[src/rtl/iq_pkg.sv]
`timescale 1ns/1ps
package iq_pkg;
  // Field widths of the per-line filter setting
  localparam int FILT_CNT_W = 4;
  localparam int FILT_SEL_W = 4;
  // Setting expected for a line that was never configured
  localparam int FILT_DFLT_CNT = 9;
  localparam int FILT_DFLT_SEL = 4;
endpackage

[src/rtl/iq_prescale.sv]
`timescale 1ns/1ps
// Per-line prescaler: emits one tick every 2^sel clocks while not cleared.
module iq_prescale #(
  parameter int SEL_W = 4,
  localparam int PRE_W = (1 << SEL_W) - 1
) (
  input  logic             clk,
  input  logic             rst_n,
  input  logic             clr_i,
  input  logic [SEL_W-1:0] sel_i,
  output logic             tick_o
);

  logic [PRE_W-1:0] pre_q, pre_d;
  logic [PRE_W:0]   span;
  logic [PRE_W-1:0] limit;
  logic             pre_en;

  always_comb begin
    span   = ((PRE_W+1)'(1) << sel_i) - (PRE_W+1)'(1);
    limit  = span[PRE_W-1:0];
    tick_o = !clr_i && (pre_q == limit);
    pre_en = !(clr_i && (pre_q == '0));
    if (clr_i || tick_o) pre_d = '0;
    else                 pre_d = pre_q + PRE_W'(1);
  end

  always_ff @(posedge clk or negedge rst_n) begin
    if (!rst_n)      pre_q <= '0;
    else if (pre_en) pre_q <= pre_d;
  end

  // with a select above 0, two ticks are never adjacent
  p_tick_gap_r7: assert property (@(posedge clk) disable iff (!rst_n)
    (tick_o && sel_i != '0) |=> !tick_o);

endmodule

[src/rtl/iq_window.sv]
`timescale 1ns/1ps
// Per-line window counter and filtered level register.
module iq_window #(
  parameter int CNT_W = 4,
  parameter int SEL_W = 4
) (
  input  logic             clk,
  input  logic             rst_n,
  input  logic             raw_i,
  input  logic [CNT_W-1:0] cnt_i,
  input  logic [SEL_W-1:0] sel_i,
  input  logic             tick_i,
  output logic             clr_o,
  output logic             filt_o
);

  logic [CNT_W+SEL_W-1:0] cfg_q;
  logic [CNT_W-1:0]       run_q, run_d;
  logic [CNT_W:0]         run_inc;
  logic                   filt_q, filt_d;
  logic                   bypass, cfg_chg, same;

  always_comb begin
    bypass  = (cnt_i == '0);
    cfg_chg = ({cnt_i, sel_i} != cfg_q);
    same    = (raw_i == filt_q);
    clr_o   = bypass || cfg_chg || same;
    run_inc = {1'b0, run_q} + (CNT_W+1)'(1);
    filt_d  = filt_q;
    run_d   = run_q;
    if (bypass) begin
      filt_d = raw_i;
      run_d  = '0;
    end else if (cfg_chg || same) begin
      run_d  = '0;
    end else if (tick_i) begin
      if (run_inc == {1'b0, cnt_i}) begin
        filt_d = raw_i;
        run_d  = '0;
      end else begin
        run_d  = run_inc[CNT_W-1:0];
      end
    end
  end

  always_ff @(posedge clk or negedge rst_n) begin
    if (!rst_n) begin
      cfg_q  <= '0;
      run_q  <= '0;
      filt_q <= 1'b0;
    end else begin
      cfg_q  <= {cnt_i, sel_i};
      run_q  <= run_d;
      filt_q <= filt_d;
    end
  end

  assign filt_o = filt_q;

  // bypass passes the sampled level through one register
  p_bypass_r2: assert property (@(posedge clk) disable iff (!rst_n)
    (cnt_i == '0) |=> (filt_q == $past(raw_i)));
  // no change without a completed prescale tick
  p_hold_r3: assert property (@(posedge clk) disable iff (!rst_n)
    (cnt_i != '0 && !tick_i) |=> $stable(filt_q));
  // a change lands on the level that was on the input
  p_level_r3: assert property (@(posedge clk) disable iff (!rst_n)
    (cnt_i != '0 && tick_i) |=> (filt_q == $past(filt_q) || filt_q == $past(raw_i)));
  // the tick count stays below the programmed count
  p_run_bound_r4: assert property (@(posedge clk) disable iff (!rst_n)
    (cnt_i != '0 && !cfg_chg) |-> (run_q < cnt_i));
  // returning to the filtered level discards progress
  p_restart_r5: assert property (@(posedge clk) disable iff (!rst_n)
    (cnt_i != '0 && raw_i == filt_q) |=> (run_q == '0));
  // a configuration change discards progress
  p_cfg_restart_r6: assert property (@(posedge clk) disable iff (!rst_n)
    cfg_chg |=> (run_q == '0));

endmodule

[src/rtl/input_qualifier.sv]
`timescale 1ns/1ps
// Multi-line programmable input glitch filter.
module input_qualifier #(
  parameter int LANES = 4,
  parameter int CNT_W = iq_pkg::FILT_CNT_W,
  parameter int SEL_W = iq_pkg::FILT_SEL_W
) (
  input  logic                   clk,
  input  logic                   rst_n,
  input  logic [LANES-1:0]       raw_i,
  input  logic [LANES*CNT_W-1:0] cnt_i,
  input  logic [LANES*SEL_W-1:0] sel_i,
  output logic [LANES-1:0]       filt_o
);

  for (genvar g = 0; g < LANES; g++) begin : g_lane
    logic clr, tick;

    iq_prescale #(.SEL_W(SEL_W)) i_pre (
      .clk    (clk),
      .rst_n  (rst_n),
      .clr_i  (clr),
      .sel_i  (sel_i[g*SEL_W +: SEL_W]),
      .tick_o (tick)
    );

    iq_window #(.CNT_W(CNT_W), .SEL_W(SEL_W)) i_win (
      .clk    (clk),
      .rst_n  (rst_n),
      .raw_i  (raw_i[g]),
      .cnt_i  (cnt_i[g*CNT_W +: CNT_W]),
      .sel_i  (sel_i[g*SEL_W +: SEL_W]),
      .tick_i (tick),
      .clr_o  (clr),
      .filt_o (filt_o[g])
    );
  end

endmodule

[config.mk]
export PLATFORM = sky130hd
export DESIGN_NAME = input_qualifier
export DESIGN_NICKNAME = d
export VERILOG_FILES = /design/src/rtl/iq_pkg.sv /design/src/rtl/iq_prescale.sv /design/src/rtl/iq_window.sv /design/src/rtl/input_qualifier.sv
export SDC_FILE = /design/constraint.sdc
export NUM_CORES = 1
export LEC_CHECK = 0
export BUFFER_PORTS_ARGS = -buffer_cell sky130_fd_sc_hd__buf_2
export CORE_MARGIN = 2
export CORE_UTILIZATION = 60
export DETAILED_ROUTE_END_ITERATION = 10
export PLACE_DENSITY = 0.78
export SETUP_SLACK_MARGIN = 0.15
export SLEW_MARGIN = 20
export SYNTH_ARGS = -nofsm -noshare
export SYNTH_HDL_FRONTEND = slang
export SYNTH_SLANG_ARGS = --single-unit
[constraint.sdc]
create_clock -name clk -period 5.15 [get_ports clk]
set_input_delay 0.515 -clock clk [delete_from_list [all_inputs] [get_ports clk]]
set_output_delay 0.515 -clock clk [all_outputs]
set_load 0.005 [all_outputs]
Word level (Yosys, flattened, before mapping)
Index checks and enable logic that the tools add are counted.
{"block": "classes", "muxes": 36, "shift": 4, "eq_ne": 20, "reduce_logical": 52, "add_sub_neg": 12}
{"op": "two-way mux 4 bit", "n": 16}
{"op": "adder 15 x 1 -> 15 bit, second input constant", "n": 4}
{"op": "equality test 15 bit", "n": 4}
{"op": "logical NOT 15 bit", "n": 4}
{"op": "two-way mux 15 bit", "n": 4}
{"op": "<< shifter 1 x 4 -> 15 bit, first input constant", "n": 4}
{"op": "subtractor 15 x 2 -> 15 bit, second input constant", "n": 4}
{"op": "!= test 8 bit", "n": 4}
{"op": "adder 4 x 1 -> 5 bit, second input constant", "n": 4}
{"op": "equality test 5 x 4 -> 1 bit", "n": 4}
{"op": "logical NOT 4 bit", "n": 4}
{"op": "logical OR 1 bit", "n": 16}
{"op": "two-way mux 1 bit", "n": 16}
{"op": "nonzero test 2 bit", "n": 8}
{"op": "AND reduction 3 bit", "n": 4}
{"op": "nonzero test 3 bit", "n": 4}
{"op": "logical AND 1 bit", "n": 8}
{"op": "!= test 2 x 1 -> 1 bit, second input constant", "n": 4}
{"op": "equality test 1 bit", "n": 4}
{"op": "logical NOT 1 bit", "n": 4}
{"block": "totals", "reg_bits": 112, "elab_cells": 140}

Depth between registers and ports, before layout
Gate-level depths: netlist of the first run.
{"block": "logic_depth", "depth_word": 8, "ltp_mapped": 14, "ltp_nobuf": 10}

By module
From an unflattened synthesis of the first run, not the netlist that was laid out.
{"block": "hier_totals", "hier_cells": 936, "hier_area_um2": 8695.8}
{"mod": "iq_prescale", "seq_area_each_um2": 375.4, "cells_each": 176, "area_per_inst_um2": 1486.4, "instances": 4}
{"mod": "iq_window at g_lane[0].i_win ...", "seq_area_each_um2": 325.3, "cells_each": 58, "area_per_inst_um2": 686.9, "instances": 3}
{"mod": "iq_window at g_lane[3].i_win", "seq_area_each_um2": 325.3, "cells_each": 58, "area_per_inst_um2": 689.4, "instances": 1}

Worst setup path before layout of the first run
OpenSTA, ideal clock, no wires.
{"block": "synth_path", "path_kind": "input-to-reg", "start": "input sel_i[13]", "end": "register g_lane[3].i_win.run_q[3]", "slack_ns": 1.693, "setup_time_ns": 0.078, "stages": 11, "arrival_time_ns": 3.379, "path_cell_list": "or2_1 or3_4 ha_1 clkbuf_1 or4b_1 o221ai_1 xor2_1 a221oi_2 o2111ai_1 or4_1 a21oi_1"}
{"block": "synth_via", "elab_chain_cells": 6, "elab_cells_between_ends": 12}
{"item": "start: declaration", "line_no": "input_qualifier.sv:12", "text": "input logic [LANES*SEL_W-1:0] sel_i,"}
{"item": "branches (longest 6 deep; another with subtractor 15 x 2 -> 15 bit)"}
{"item": "end signal: assignment", "line_no": "iq_window.sv:53", "text": "run_q <= run_d;"}
{"item": "end: declaration", "line_no": "iq_window.sv:18", "text": "logic [CNT_W-1:0] run_q, run_d;"}
Several ways; the timed one is not identified.
A chain may end at the register's enable or synchronous reset.

Worst setup path after layout of the first run
{"block": "layout_path", "start": "input sel_i[14]", "end": "register g_lane[3].i_win.run_q[3]"}
The elaborated chain is that of the path after synthesis.

==> impl_summary.txt, run 1 <==
----------------------------------------------------
[STA]
  Max-slew violations ... 0
  Final worst-path cycle share ... between 60% and 70%
  Count of endpoints failing hold in the final timing report ... 0
  Fin crit period ... roughly 3600 ps
  Worst hold margin ... roughly 190 ps
  Worst-margin pin slew ... approximately 900 ps
  Number of endpoints failing setup at the final stage ... 0
  Remaining max-slew budget at the tightest pin ... 39.1%
  Setup Skew ... 9.54 ps
  Fmax ... approximately 280 MHz
  Setup total negative slack ... 0 ps
  Unrepaired setup endpoints after global routing ... false

[Synth]
  Synth Flop Type ... sky130_fd_sc_hd__dfrtp_1
  Count of warnings emitted by yosys ... 0
  Portion of synthesized cell area occupied by the leading cell type ... between 30% and 40%
  Cell taking the most area after synthesis ... sky130_fd_sc_hd__dfrtp_1
  Synth Net Count ... around 950
  Most area-consuming cells after synthesis ... sky130_fd_sc_hd__dfrtp_1 36%, sky130_fd_sc_hd__xor2_1 7.6%, sky130_fd_sc_hd__xnor2_1 6.8%, sky130_fd_sc_hd__nor2_1 4.2%, sky130_fd_sc_hd__nand2_1 2.7%
  Sequential-to-total area share from yosys stat ... 35.9%
  Count of different cell masters after synthesis ... 78
  Number of storage elements in the synthesis netlist ... between 100 and 150
  Fraction of synthesis flops using an asynchronous set or reset pin ... 100%
  Count of flip-flops with a built-in enable after synthesis ... 0
  Post-synth design cell area ... 0.00781 mm²
  Average cell area after synthesis ... 8.67 µm²
  Number of instances in the synthesized netlist ... 900

[Global route]
  Initial antenna violation count ... 0
  Gr usage total ... 24.8%
  Vias in the first global route ... 6,386
  Global-route wire length before repair ... 29,300 µm
  Maximum number of pins on one net before global-route repair ... about 60
  Total gr overflow ... 0

[CTS]
  Clock tree root driver cell ... sky130_fd_sc_hd__clkbuf_16
  TritonCTS Buffers ... 9
  PostCTS Resize Cnt ... 0
  Post-CTS setup-driven buffer insertion count ... 0
  Later-pin clock latency in the skew report ... ~350 ps
  Clock slew seen by the registers of the worst setup and hold paths ... 80 ps
  Max Root-Sink Buffers ... 2
  Clock tree from TritonCTS ... done
  Depth of the CTS H-tree ... 3
  Post-CTS Hold Fix Bufs ... 0
  Total number of clock tree sinks ... 112

[Setup path]
  Category of the critical setup timing path ... in2reg
  Setup crit start kind ... input port
  Kind of end point of the critical path ... flip-flop
  Flop2flop setup slack ... between 2000 and 2500 ps
  Worst path required time ... 5430 ps
  Reg2Reg Launch Point ... g_lane[2].i_pre.pre_q[8]
  Arrival time at the worst endpoint ... about 3900 ps
  Cell count of the worst reg-to-reg path ... 7
  Capture point of the worst reg-to-reg path ... g_lane[2].i_pre.pre_q[7]
  Largest fanout on the critical path ... 24

[Power]
  Total power of the final layout ... around 0.0019 W
  Pwr/cell area ... roughly 230 mW/mm²
  Peak ir drop on the vdd network ... 181 µV
  Standby leakage power ... roughly 3.3 nW

[Floorplanning]
  I/O pin count ... 42
  Effective utilization at floorplan ... 61.6%
  Core Footprint ... 0.0127 mm²
  Die Height ... ~120 µm
  Cell row count ... 41
  Horiz. Die Dim ... 118 µm
  Die outline area ... around 0.014 mm²

[Routing]
  Met2 wire length ... a little over 8000 µm
  Drt via density ... 6.20
  Wire length reported by the detailed router ... around 17,000 µm
  Average detailed-routed wire length per instance ... between 15 and 20 µm
  Drt initial violations ... 565
  Routed wire length on met3 ... around 700 µm
  Highest metal layer used by the detailed router ... met4
  # DRC ... 0
  Total number of vias ... between 6,000 and 7,000
  Number of nets with antenna violations after detailed routing ... 0
  Pre-antenna DRT Iters ... 5
  Routed length on met1 ... 7600 µm

[Final layout]
  Final nets ... approximately 940
  FILL cells ... roughly 1,000
  Layout cell share with drive strength beyond 1 ... approximately 8.7%
  Area grow syn2layout ... 6.06%
  Combined area of the multi-input logic cells ... ~0.0046 mm²
  Sequential cell area ... about 0.0028 mm²
  Final core utilization ... 65.3%
  Number of standard cells in the final layout excluding fillers ... between 1,000 and 1,500
  Diode count ... 0

[Flow run]
  Max-capacitance violation count ... 0

[Placement]
  Detailed placement HPWL ... about 12,000 µm
  GPL Wtd Cong ... between 0.8 and 0.9
  Cell count after placement ... 1,051
  Number of port buffers ... 41

[Run status]
  Status ... completed

[Min path]
  Class of the tightest hold or removal check ... in2async

----------------------------------------------------
-- power breakdown --
group	internal [W]	total [W]	switching [W]
Clock	0.000382	0.000716	0.000333
Sequential	0.000904	0.000927	0.0000234
Combinational	0.000106	0.000268	0.000162
-- metal layers --
metal	vias up	track usage (%)
met1	3219	33.1
li1	3186	-
met4	0	8.43
met5	-	0
met3	29	3.59
met2	180	41.5
-- logic make-up after synthesis --
logic type | after synthesis | synth area share (%)
flip-flops | 112 | 35.9
adder cells (fa/ha/maj) | 16 | 2.56
AND/OR/NAND/NOR | 381 | 26.9
buffers and inverters | 88 | 4.63
AO/OA/AOI/OAI | 165 | 14.3
multiplexers | 9 | 1.23
XOR/XNOR | 129 | 14.5
-- sequential cells by signal, summed over array words and instances (netlist names) --
| signal | count |
|---|---|
| g_lane.i_pre.pre_q | 60 |
| g_lane.i_win.run_q | 16 |
| g_lane.i_win.filt_o | 4 |
| g_lane.i_win.cfg_q | 32 |
-- layout make-up --
class                      count  share of cell area, %
timing repair buffer          43                   2.69
multi-input combinational    700                   56.1
inverter                      24                   1.09
clock inverter                 7                  0.982
sequential                   112                   33.9
tap                          172                   2.60
clock buffer                   9                   2.72
-- cells in the final DEF, fill, tap and decap left out, types with 7 or more instances in the layout --
cell / Yosys / final
sky130_fd_sc_hd__or4_1: 7 / 7
sky130_fd_sc_hd__nand3b_1: 7 / 7
sky130_fd_sc_hd__inv_1: 24 / 24
sky130_fd_sc_hd__dfrtp_1: 112 / 112
sky130_fd_sc_hd__nor2_1: 88 / 88
sky130_fd_sc_hd__nand3_1: 39 / 39
sky130_fd_sc_hd__and3_1: 16 / 16
sky130_fd_sc_hd__nor4b_1: 17 / 17
sky130_fd_sc_hd__nand2b_1: 12 / 12
sky130_fd_sc_hd__a21oi_1: 40 / 40
sky130_fd_sc_hd__nor2b_1: 15 / 15
sky130_fd_sc_hd__nor3_1: 23 / 23
sky130_fd_sc_hd__o21ai_0: 36 / 36
sky130_fd_sc_hd__nand4_1: 22 / 22
sky130_fd_sc_hd__xnor2_1: 61 / 61
sky130_fd_sc_hd__nand2_1: 57 / 57
sky130_fd_sc_hd__clkbuf_16: 0 / 9
sky130_fd_sc_hd__o22ai_1: 9 / 9
sky130_fd_sc_hd__nor4_1: 19 / 19
sky130_fd_sc_hd__xor2_1: 68 / 68
sky130_fd_sc_hd__buf_2: 13 / 40
sky130_fd_sc_hd__or3_1: 11 / 11
sky130_fd_sc_hd__ha_1: 16 / 16
sky130_fd_sc_hd__o211ai_1: 9 / 9
sky130_fd_sc_hd__nor3b_1: 11 / 11
-- worst max-delay path, stage by stage --
cell and delay [ps]:
sky130_fd_sc_hd__buf_2 220, sky130_fd_sc_hd__or2_1 280, sky130_fd_sc_hd__or3_4 330, sky130_fd_sc_hd__ha_1 320, sky130_fd_sc_hd__or4b_1 550, sky130_fd_sc_hd__o221ai_1 210, sky130_fd_sc_hd__xor2_1 120, sky130_fd_sc_hd__a221oi_2 300
sky130_fd_sc_hd__o2111ai_1 300, sky130_fd_sc_hd__or4_1 560, sky130_fd_sc_hd__a21oi_1 150
-- worst max-delay path by stage --
stage | startpoint | to | slack (ps)
after global placement | sel_i[14] | g_lane[3].i_win.run_q[3] | 1370
final | sel_i[14] | g_lane[3].i_win.run_q[3] | 1580
after CTS | sel_i[14] | g_lane[3].i_win.run_q[3] | 1600
after detailed placement | sel_i[14] | g_lane[3].i_pre.pre_q[8] | 1250
after global routing | sel_i[14] | g_lane[3].i_pre.pre_q[8] | 1320
after floorplan | sel_i[13] | g_lane[3].i_win.run_q[3] | 1690
-- cells in the mapped netlist (5+ instances only) --
cell,n
sky130_fd_sc_hd__a21boi_0,6
sky130_fd_sc_hd__a21oi_1,40
sky130_fd_sc_hd__a31oi_1,6
sky130_fd_sc_hd__and2_1,5
sky130_fd_sc_hd__and3_1,16
sky130_fd_sc_hd__buf_2,13
sky130_fd_sc_hd__clkbuf_1,44
sky130_fd_sc_hd__dfrtp_1,112
sky130_fd_sc_hd__ha_1,16
sky130_fd_sc_hd__inv_1,24
sky130_fd_sc_hd__nand2_1,57
sky130_fd_sc_hd__nand2b_1,12
sky130_fd_sc_hd__nand3_1,39
sky130_fd_sc_hd__nand3b_1,7
sky130_fd_sc_hd__nand4_1,22
sky130_fd_sc_hd__nor2_1,88
sky130_fd_sc_hd__nor2b_1,15
sky130_fd_sc_hd__nor3_1,23
sky130_fd_sc_hd__nor3b_1,11
sky130_fd_sc_hd__nor4_1,19
sky130_fd_sc_hd__nor4b_1,17
sky130_fd_sc_hd__o211ai_1,9
sky130_fd_sc_hd__o21ai_0,36
sky130_fd_sc_hd__o22ai_1,9
sky130_fd_sc_hd__or3_1,11
sky130_fd_sc_hd__or4_1,7
sky130_fd_sc_hd__xnor2_1,61
sky130_fd_sc_hd__xor2_1,68
-- metrics by stage --
stage / area (µm²) / setup slack (ps)
global placement: 7970 / 1370
global route: 8280 / 1320
detailed placement: 7970 / 1250
floorplan: 7810 / 1690
CTS: 8280 / 1600
finish: 8280 / 1580
(Power assumes the default switching activity.)
==> inputs of run 2 (changes only) <==
- CORE_UTILIZATION: 60 -> 56
- PLACE_DENSITY: 0.78 -> 0.77
- clock period: 5.15 -> 3 ns (I/O delays scaled with it)
==> impl_summary.txt, run 2 (synthesis results as in run 1) <==
----------------------------------------------------
[CTS]
  Depth of the CTS H-tree ... 3
  Total number of clock tree sinks ... 112
  Clock tree from TritonCTS ... done
  Clock tree root driver cell ... sky130_fd_sc_hd__clkbuf_16
  Later-pin clock latency in the skew report ... 360 ps
  TritonCTS Buffers ... 9
  Max Root-Sink Buffers ... 2
  Clock slew seen by the registers of the worst setup and hold paths ... roughly 80 ps

[Placement]
  Number of port buffers ... 41
  Detailed placement HPWL ... about 12,000 µm
  GPL Wtd Cong ... roughly 0.9
  Worst setup timing slack at the placement stage ... -109 ps
  Cell Area, Placed ... approximately 0.0083 mm²
  Cell count after placement ... between 1,000 and 1,500

[Final layout]
  Largest register by flop count ... g_lane.i_pre.pre_q
  Highest-count cells in the layout ignoring fill and taps ... 112 x sky130_fd_sc_hd__dfrtp_1, 88 x sky130_fd_sc_hd__nor2_1, 68 x sky130_fd_sc_hd__xor2_1, 61 x sky130_fd_sc_hd__xnor2_1, 57 x sky130_fd_sc_hd__nand2_1
  Final nets ... around 990
  Number of standard cells in the final layout excluding fillers ... 1,116
  Most common library cell in the layout ignoring fill and taps ... sky130_fd_sc_hd__dfrtp_1
  Diode count ... 0
  Non-Filler Cell Area, Final ... roughly 0.0086 mm²
  Max FFs per register ... 60
  Area grow syn2layout ... 10.5%
  Layout cell share with drive strength beyond 1 ... 13.0%
  Registers with the most flip-flops ... g_lane.i_pre.pre_q: 60 flops, g_lane.i_win.cfg_q: 32 flops, g_lane.i_win.run_q: 16 flops

[Routing]
  Drt initial violations ... ~570
  Pre-antenna DRT Iters ... 6
  Wire length reported by the detailed router ... approximately 17,000 µm
  # DRC ... 0
  Drt via density ... 6.02
  Average detailed-routed wire length per instance ... 15.1 µm
  Number of nets with antenna violations after detailed routing ... 0
  Total number of vias ... 6,722

[Run status]
  Status ... completed

[STA]
  Setup Skew ... approximately 11 ps
  Final worst-path cycle share ... 91.5%
  Remaining max-slew budget at the tightest pin ... 61.0%
  Number of endpoints failing setup at the final stage ... 0
  Fin crit period ... 2750 ps
  Count of endpoints failing hold in the final timing report ... 0
  Minimum setup slack in the final design ... around 250 ps
  Worst-margin pin slew ... between 500 and 600 ps
  Unrepaired setup endpoints after global routing ... true
  Fmax ... 364 MHz
  Max-slew violations ... 0
  Setup total negative slack ... 0 ps

[Min path]
  Class of the tightest hold or removal check ... in2reg
  Worst Hold Launch ... cnt_i[15]

[Global route]
  Maximum number of pins on one net before global-route repair ... 88
  Vias in the first global route ... between 6,000 and 7,000
  Total gr overflow ... 0
  Gr usage total ... 23.7%
  Initial antenna violation count ... 0
  Global-route wire length before repair ... between 20,000 and 30,000 µm

[Setup path]
  Flop2flop setup slack ... approximately 570 ps
  Ordered cell list for the critical path ... buf_2, or2_1, or3_4, ha_4, or4b_1, o221ai_2, xor2_1, a221oi_2, o2111ai_2, buf_4, or3b_1, a21oi_1
  Cell count of the worst reg-to-reg path ... 8
  Worst path buffer plus inverter count ... 2
  Critical Path Slowest Stage Cell ... sky130_fd_sc_hd__or4b_1
  Largest fanout on the critical path ... 5
  Capture point of the worst reg-to-reg path ... g_lane[0].i_win.run_q[2]
  Critical Path Start ... sel_i[13]
  Reg2Reg Launch Point ... g_lane[0].i_pre.pre_q[10]
  Kind of end point of the critical path ... flip-flop
  Category of the critical setup timing path ... in2reg
  Kind of cell adding the most delay to the critical path ... simple AND/OR/NAND/NOR gates
  Largest incremental delay on the critical path ... roughly 480 ps
  Setup crit start kind ... input port
  Total number of cells along the worst setup path ... 12
  Worst path required time ... roughly 3300 ps
  Worst setup path endpoint ... g_lane[3].i_win.run_q[1]
  Arrival time at the worst endpoint ... between 3000 and 4000 ps

[Power]
  Peak ir drop on the vdd network ... roughly 240 µV
  Pwr/cell area ... roughly 380 mW/mm²
  Standby leakage power ... 3.54 nW

[Floorplanning]
  Horiz. Die Dim ... about 120 µm
  Cell row count ... 43
  Effective utilization at floorplan ... between 50 and 60%
  I/O pin count ... 42
  Die outline area ... between 0.01 and 0.015 mm²
  Die Height ... approximately 120 µm
  Core Footprint ... approximately 0.014 mm²

[Flow run]
  Max-capacitance violation count ... 0

----------------------------------------------------
==> run 2: repair_timing <==
item / 4_1_cts / 5_1_grt
hold endpoints to repair: 25 / 0
endpoints found under the setup margin: 0 / 3
buffers inserted: 0 / 2
resized for setup: 0 / 2
hold buffers: 1 / 0
==> run 2: stage by stage <==
step                      hold WS, ps  utilization [%]  total power (W)
after floorplan                  4.41                -          0.00195
after global placement            235             60.3          0.00211
after detailed placement          243             60.3          0.00213
after CTS                        96.8             62.4          0.00331
after global routing             91.8             62.6          0.00343
final                             106             62.6          0.00328
==> run 2: area by class of cell <==
type	count	area (µm²)
clock buffer	10	229
clock inverter	6	55.1
fill	1202	5150
inverter	24	90.1
multi-input combinational	700	4680
sequential	112	2800
tap	180	225
timing repair buffer	84	546
==> run 2: worst reg2reg max path: stages, from the launching register on <==
cell	delay [ps]
sky130_fd_sc_hd__dfrtp_1	500
sky130_fd_sc_hd__xor2_1	200
sky130_fd_sc_hd__or3_1	310
sky130_fd_sc_hd__o211ai_1	80
sky130_fd_sc_hd__nor4b_1	340
sky130_fd_sc_hd__nand4_1	140
sky130_fd_sc_hd__buf_4	190
sky130_fd_sc_hd__or4b_1	460
sky130_fd_sc_hd__a21oi_1	140
==> run 2: worst min path at each step <==
stage / endpoint / depth (start not counted)
detailed placement: g_lane[1].i_win.cfg_q[6] / 1
floorplan: g_lane[0].i_pre.pre_q[0] / 0
finish: g_lane[3].i_win.cfg_q[7] / 1
CTS: g_lane[3].i_win.cfg_q[7] / 1
global placement: g_lane[1].i_win.cfg_q[6] / 1
global route: g_lane[3].i_win.cfg_q[7] / 1
==> run 2: where the power goes <==
| group | total, W | switching, W | internal, W |
|---|---|---|---|
| clock network | 0.00118 | 0.000599 | 0.000585 |
| logic | 0.000505 | 0.000287 | 0.000218 |
| registers | 0.00159 | 0.0000397 | 0.00155 |
| total | 0.00328 | 0.000926 | 0.00235 |
==> run 2: routing by layer <==
layer / up-vias / global-route usage, % / share of wire, %
met3: 24 / 4.07 / 4.6
met2: 166 / 36.8 / 46
met5: - / 0 / 0
met4: 0 / 6.75 / 1.5
met1: 3252 / 34.1 / 48
li1: 3280 / - / -
==> inputs of run 3 (changes only) <==
- CORE_UTILIZATION: 56 -> 60
- PLACE_DENSITY: 0.77 -> 0.76
- clock period: 3 -> 2.7 ns (I/O delays scaled with it)
==> impl_summary.txt, run 3 (synthesis results as in run 1) <==
----------------------------------------------------
[Run status]
  Status ... complete, but fails checks
  Violated checks ... negative hold slack

[Setup path]
  Worst path buffer plus inverter count ... 2
  Largest incremental delay on the critical path ... 520 ps
  Ordered cell list for the critical path ... buf_6, or2_1, or3_4, ha_4, or4b_4, o221ai_2, xor2_1, a221oi_2, buf_4, nand2_2, or4b_4, a21oi_2
  Kind of cell adding the most delay to the critical path ... simple AND/OR/NAND/NOR gates
  Arrival time at the worst endpoint ... 2970 ps
  Critical Path Slowest Stage Cell ... sky130_fd_sc_hd__or4b_4
  Setup crit start kind ... input port
  Kind of end point of the critical path ... flip-flop
  Most used cell along the critical path ... sky130_fd_sc_hd__or4b_4
  Category of the critical setup timing path ... in2reg
  Largest fanout on the critical path ... 4
  Worst path required time ... about 3000 ps

[Power]
  Switching share of power ... between 20% and 30%
  Part of the total power dissipated in the clock network ... 37.1%
  Switching component of the power ... a little over 0.001 W
  Internal power summed over all cells ... 0.00274 W
  Pwr/cell area ... 427 mW/mm²
  Combinational cell fraction of total power ... between 10% and 20%
  Total power of the final layout ... between 0.003 and 0.004 W
  Standby leakage power ... roughly 3.6 nW
  Peak ir drop on the vdd network ... roughly 270 µV
  Sequential Power Share ... 47.0%

[CTS]
  TritonCTS Buffers ... 9
  Depth of the CTS H-tree ... 3
  Clock slew seen by the registers of the worst setup and hold paths ... approximately 70 ps
  Total number of clock tree sinks ... about 110
  Clock tree root driver cell ... sky130_fd_sc_hd__clkbuf_16
  Clock tree from TritonCTS ... done
  Later-pin clock latency in the skew report ... 360 ps
  Post-CTS Hold Fix Bufs ... 0
  Max Root-Sink Buffers ... 2

[Routing]
  Wire length reported by the detailed router ... between 15,000 and 20,000 µm
  Drt initial violations ... approximately 560
  # DRC ... 0
  Pre-antenna DRT Iters ... 5
  Drt via density ... about 6.1
  Total number of vias ... ~6,900
  Average detailed-routed wire length per instance ... roughly 16 µm
  Number of nets with antenna violations after detailed routing ... 0

[STA]
  Max-slew violations ... 0
  Setup Skew ... 6.14 ps
  Unrepaired setup endpoints after global routing ... true
  Worst hold margin ... -19.0 ps
  Fin crit period ... between 2000 and 3000 ps
  Count of endpoints failing hold in the final timing report ... 9
  Remaining max-slew budget at the tightest pin ... between 40% and 50%
  Worst-margin pin slew ... 781 ps
  Minimum setup slack in the final design ... 14.4 ps
  Fmax ... between 300 and 400 MHz
  Number of endpoints failing setup at the final stage ... 0
  Final worst-path cycle share ... 99.5%

[Floorplanning]
  Core Footprint ... around 0.013 mm²
  Effective utilization at floorplan ... slightly above 60%
  Die Height ... about 120 µm
  Die outline area ... roughly 0.014 mm²
  Cell row count ... between 40 and 50
  I/O pin count ... 42
  Horiz. Die Dim ... about 120 µm

[Global route]
  Maximum number of pins on one net before global-route repair ... 62
  Initial antenna violation count ... 0
  Gr usage total ... 26.6%
  Global Route met2 Usage ... roughly 45%
  Met1 GRT Util ... 34.8%
  Vias in the first global route ... around 6,700
  Global-route wire length before repair ... around 31,000 µm
  Met3 Use GR ... roughly 3.2%
  Total gr overflow ... 0
  Most congested layer reported by global routing ... met2

[Final layout]
  Highest-count cells in the layout ignoring fill and taps ... 108 x sky130_fd_sc_hd__dfrtp_1, 85 x sky130_fd_sc_hd__nor2_1, 68 x sky130_fd_sc_hd__xor2_1, 61 x sky130_fd_sc_hd__xnor2_1, 59 x sky130_fd_sc_hd__buf_4
  Largest register by flop count ... g_lane.i_pre.pre_q
  Registers with the most flip-flops ... g_lane.i_pre.pre_q: 60 flops, g_lane.i_win.cfg_q: 32 flops, g_lane.i_win.run_q: 16 flops
  Area grow syn2layout ... 12.9%
  Final core utilization ... between 60 and 70%
  Final nets ... between 1,000 and 1,500
  Most common library cell in the layout ignoring fill and taps ... sky130_fd_sc_hd__dfrtp_1
  Diode count ... 0
  Max FFs per register ... 60
  Layout cell share with drive strength beyond 1 ... 16.4%

[Min path]
  Class of the tightest hold or removal check ... in2async

[Placement]
  Detailed placement HPWL ... approximately 13,000 µm
  Number of port buffers ... 41
  Worst setup timing slack at the placement stage ... -442 ps
  GPL Wtd Cong ... roughly 0.89

[Flow run]
  Max-capacitance violation count ... 0

----------------------------------------------------
[run 3: metal layers]
layer	vias up	wire length [µm]
li1	3313	-
met1	3343	7910
met4	0	329
met3	32	692
met5	-	0
met2	184	9100
[run 3: power groups by stage]
stage	clock, W	combinational (W)	sequential [W]
final	0.00139	0.000600	0.00177
after floorplan	0	0.000399	0.00179
after global placement	0	0.000564	0.00180
after global routing	0.00147	0.000666	0.00177
after CTS	0.00141	0.000595	0.00177
after detailed placement	0	0.000588	0.00180
[run 3: final cells by class]
| type | count | area, µm² |
|---|---|---|
| repair buffers | 101 | 672 |
| inverters | 24 | 90.1 |
| clock inverters | 5 | 63.8 |
| multi-input cells | 700 | 4730 |
| flip-flops and latches | 112 | 2810 |
| well taps | 172 | 215 |
| fillers | 1023 | 3850 |
| clock buffers | 10 | 239 |
[run 3: worst reg2reg max path, stage by stage (launching register included)]
cell,delay [ps]
sky130_fd_sc_hd__dfrtp_1,490
sky130_fd_sc_hd__xor2_1,200
sky130_fd_sc_hd__or3_1,310
sky130_fd_sc_hd__o211ai_1,100
sky130_fd_sc_hd__nor4b_2,330
sky130_fd_sc_hd__nand4_1,140
sky130_fd_sc_hd__buf_4,190
sky130_fd_sc_hd__or4b_1,470
sky130_fd_sc_hd__a21oi_1,160
[run 3: final timing paths]
check	startpoint	end	slack, ps	cells past startpoint
hold reg to reg	g_lane[1].i_win.filt_o	g_lane[1].i_win.filt_o	540	1
min in group clk	cnt_i[0]	g_lane[0].i_win.cfg_q[4]	70	1
max in group asynchronous	rst_n	g_lane[3].i_pre.pre_q[4]	1950	2
hold / removal	rst_n	g_lane[3].i_win.cfg_q[4]	-20	1
setup reg to reg	g_lane[0].i_pre.pre_q[10]	g_lane[0].i_win.run_q[2]	230	8
setup / recovery	sel_i[13]	g_lane[3].i_win.run_q[2]	10	12
[run 3: metrics by stage]
| step | instances | area [µm²] | setup TNS (ps) |
|---|---|---|---|
| floorplan | 900 | 7980 | -2020 |
| global placement | 1105 | 8440 | -2710 |
| detailed placement | 1105 | 8440 | -5590 |
| CTS | 1121 | 8760 | 0 |
| global route | 1124 | 8820 | -270 |
| finish | 1124 | 8820 | 0 |
[run 3: repair_timing]
item                       4_1_cts  5_1_grt
gates resized for setup          2       11
pin swaps                        5        3
setup endpoints to repair        5       38
setup buffers                    1        3
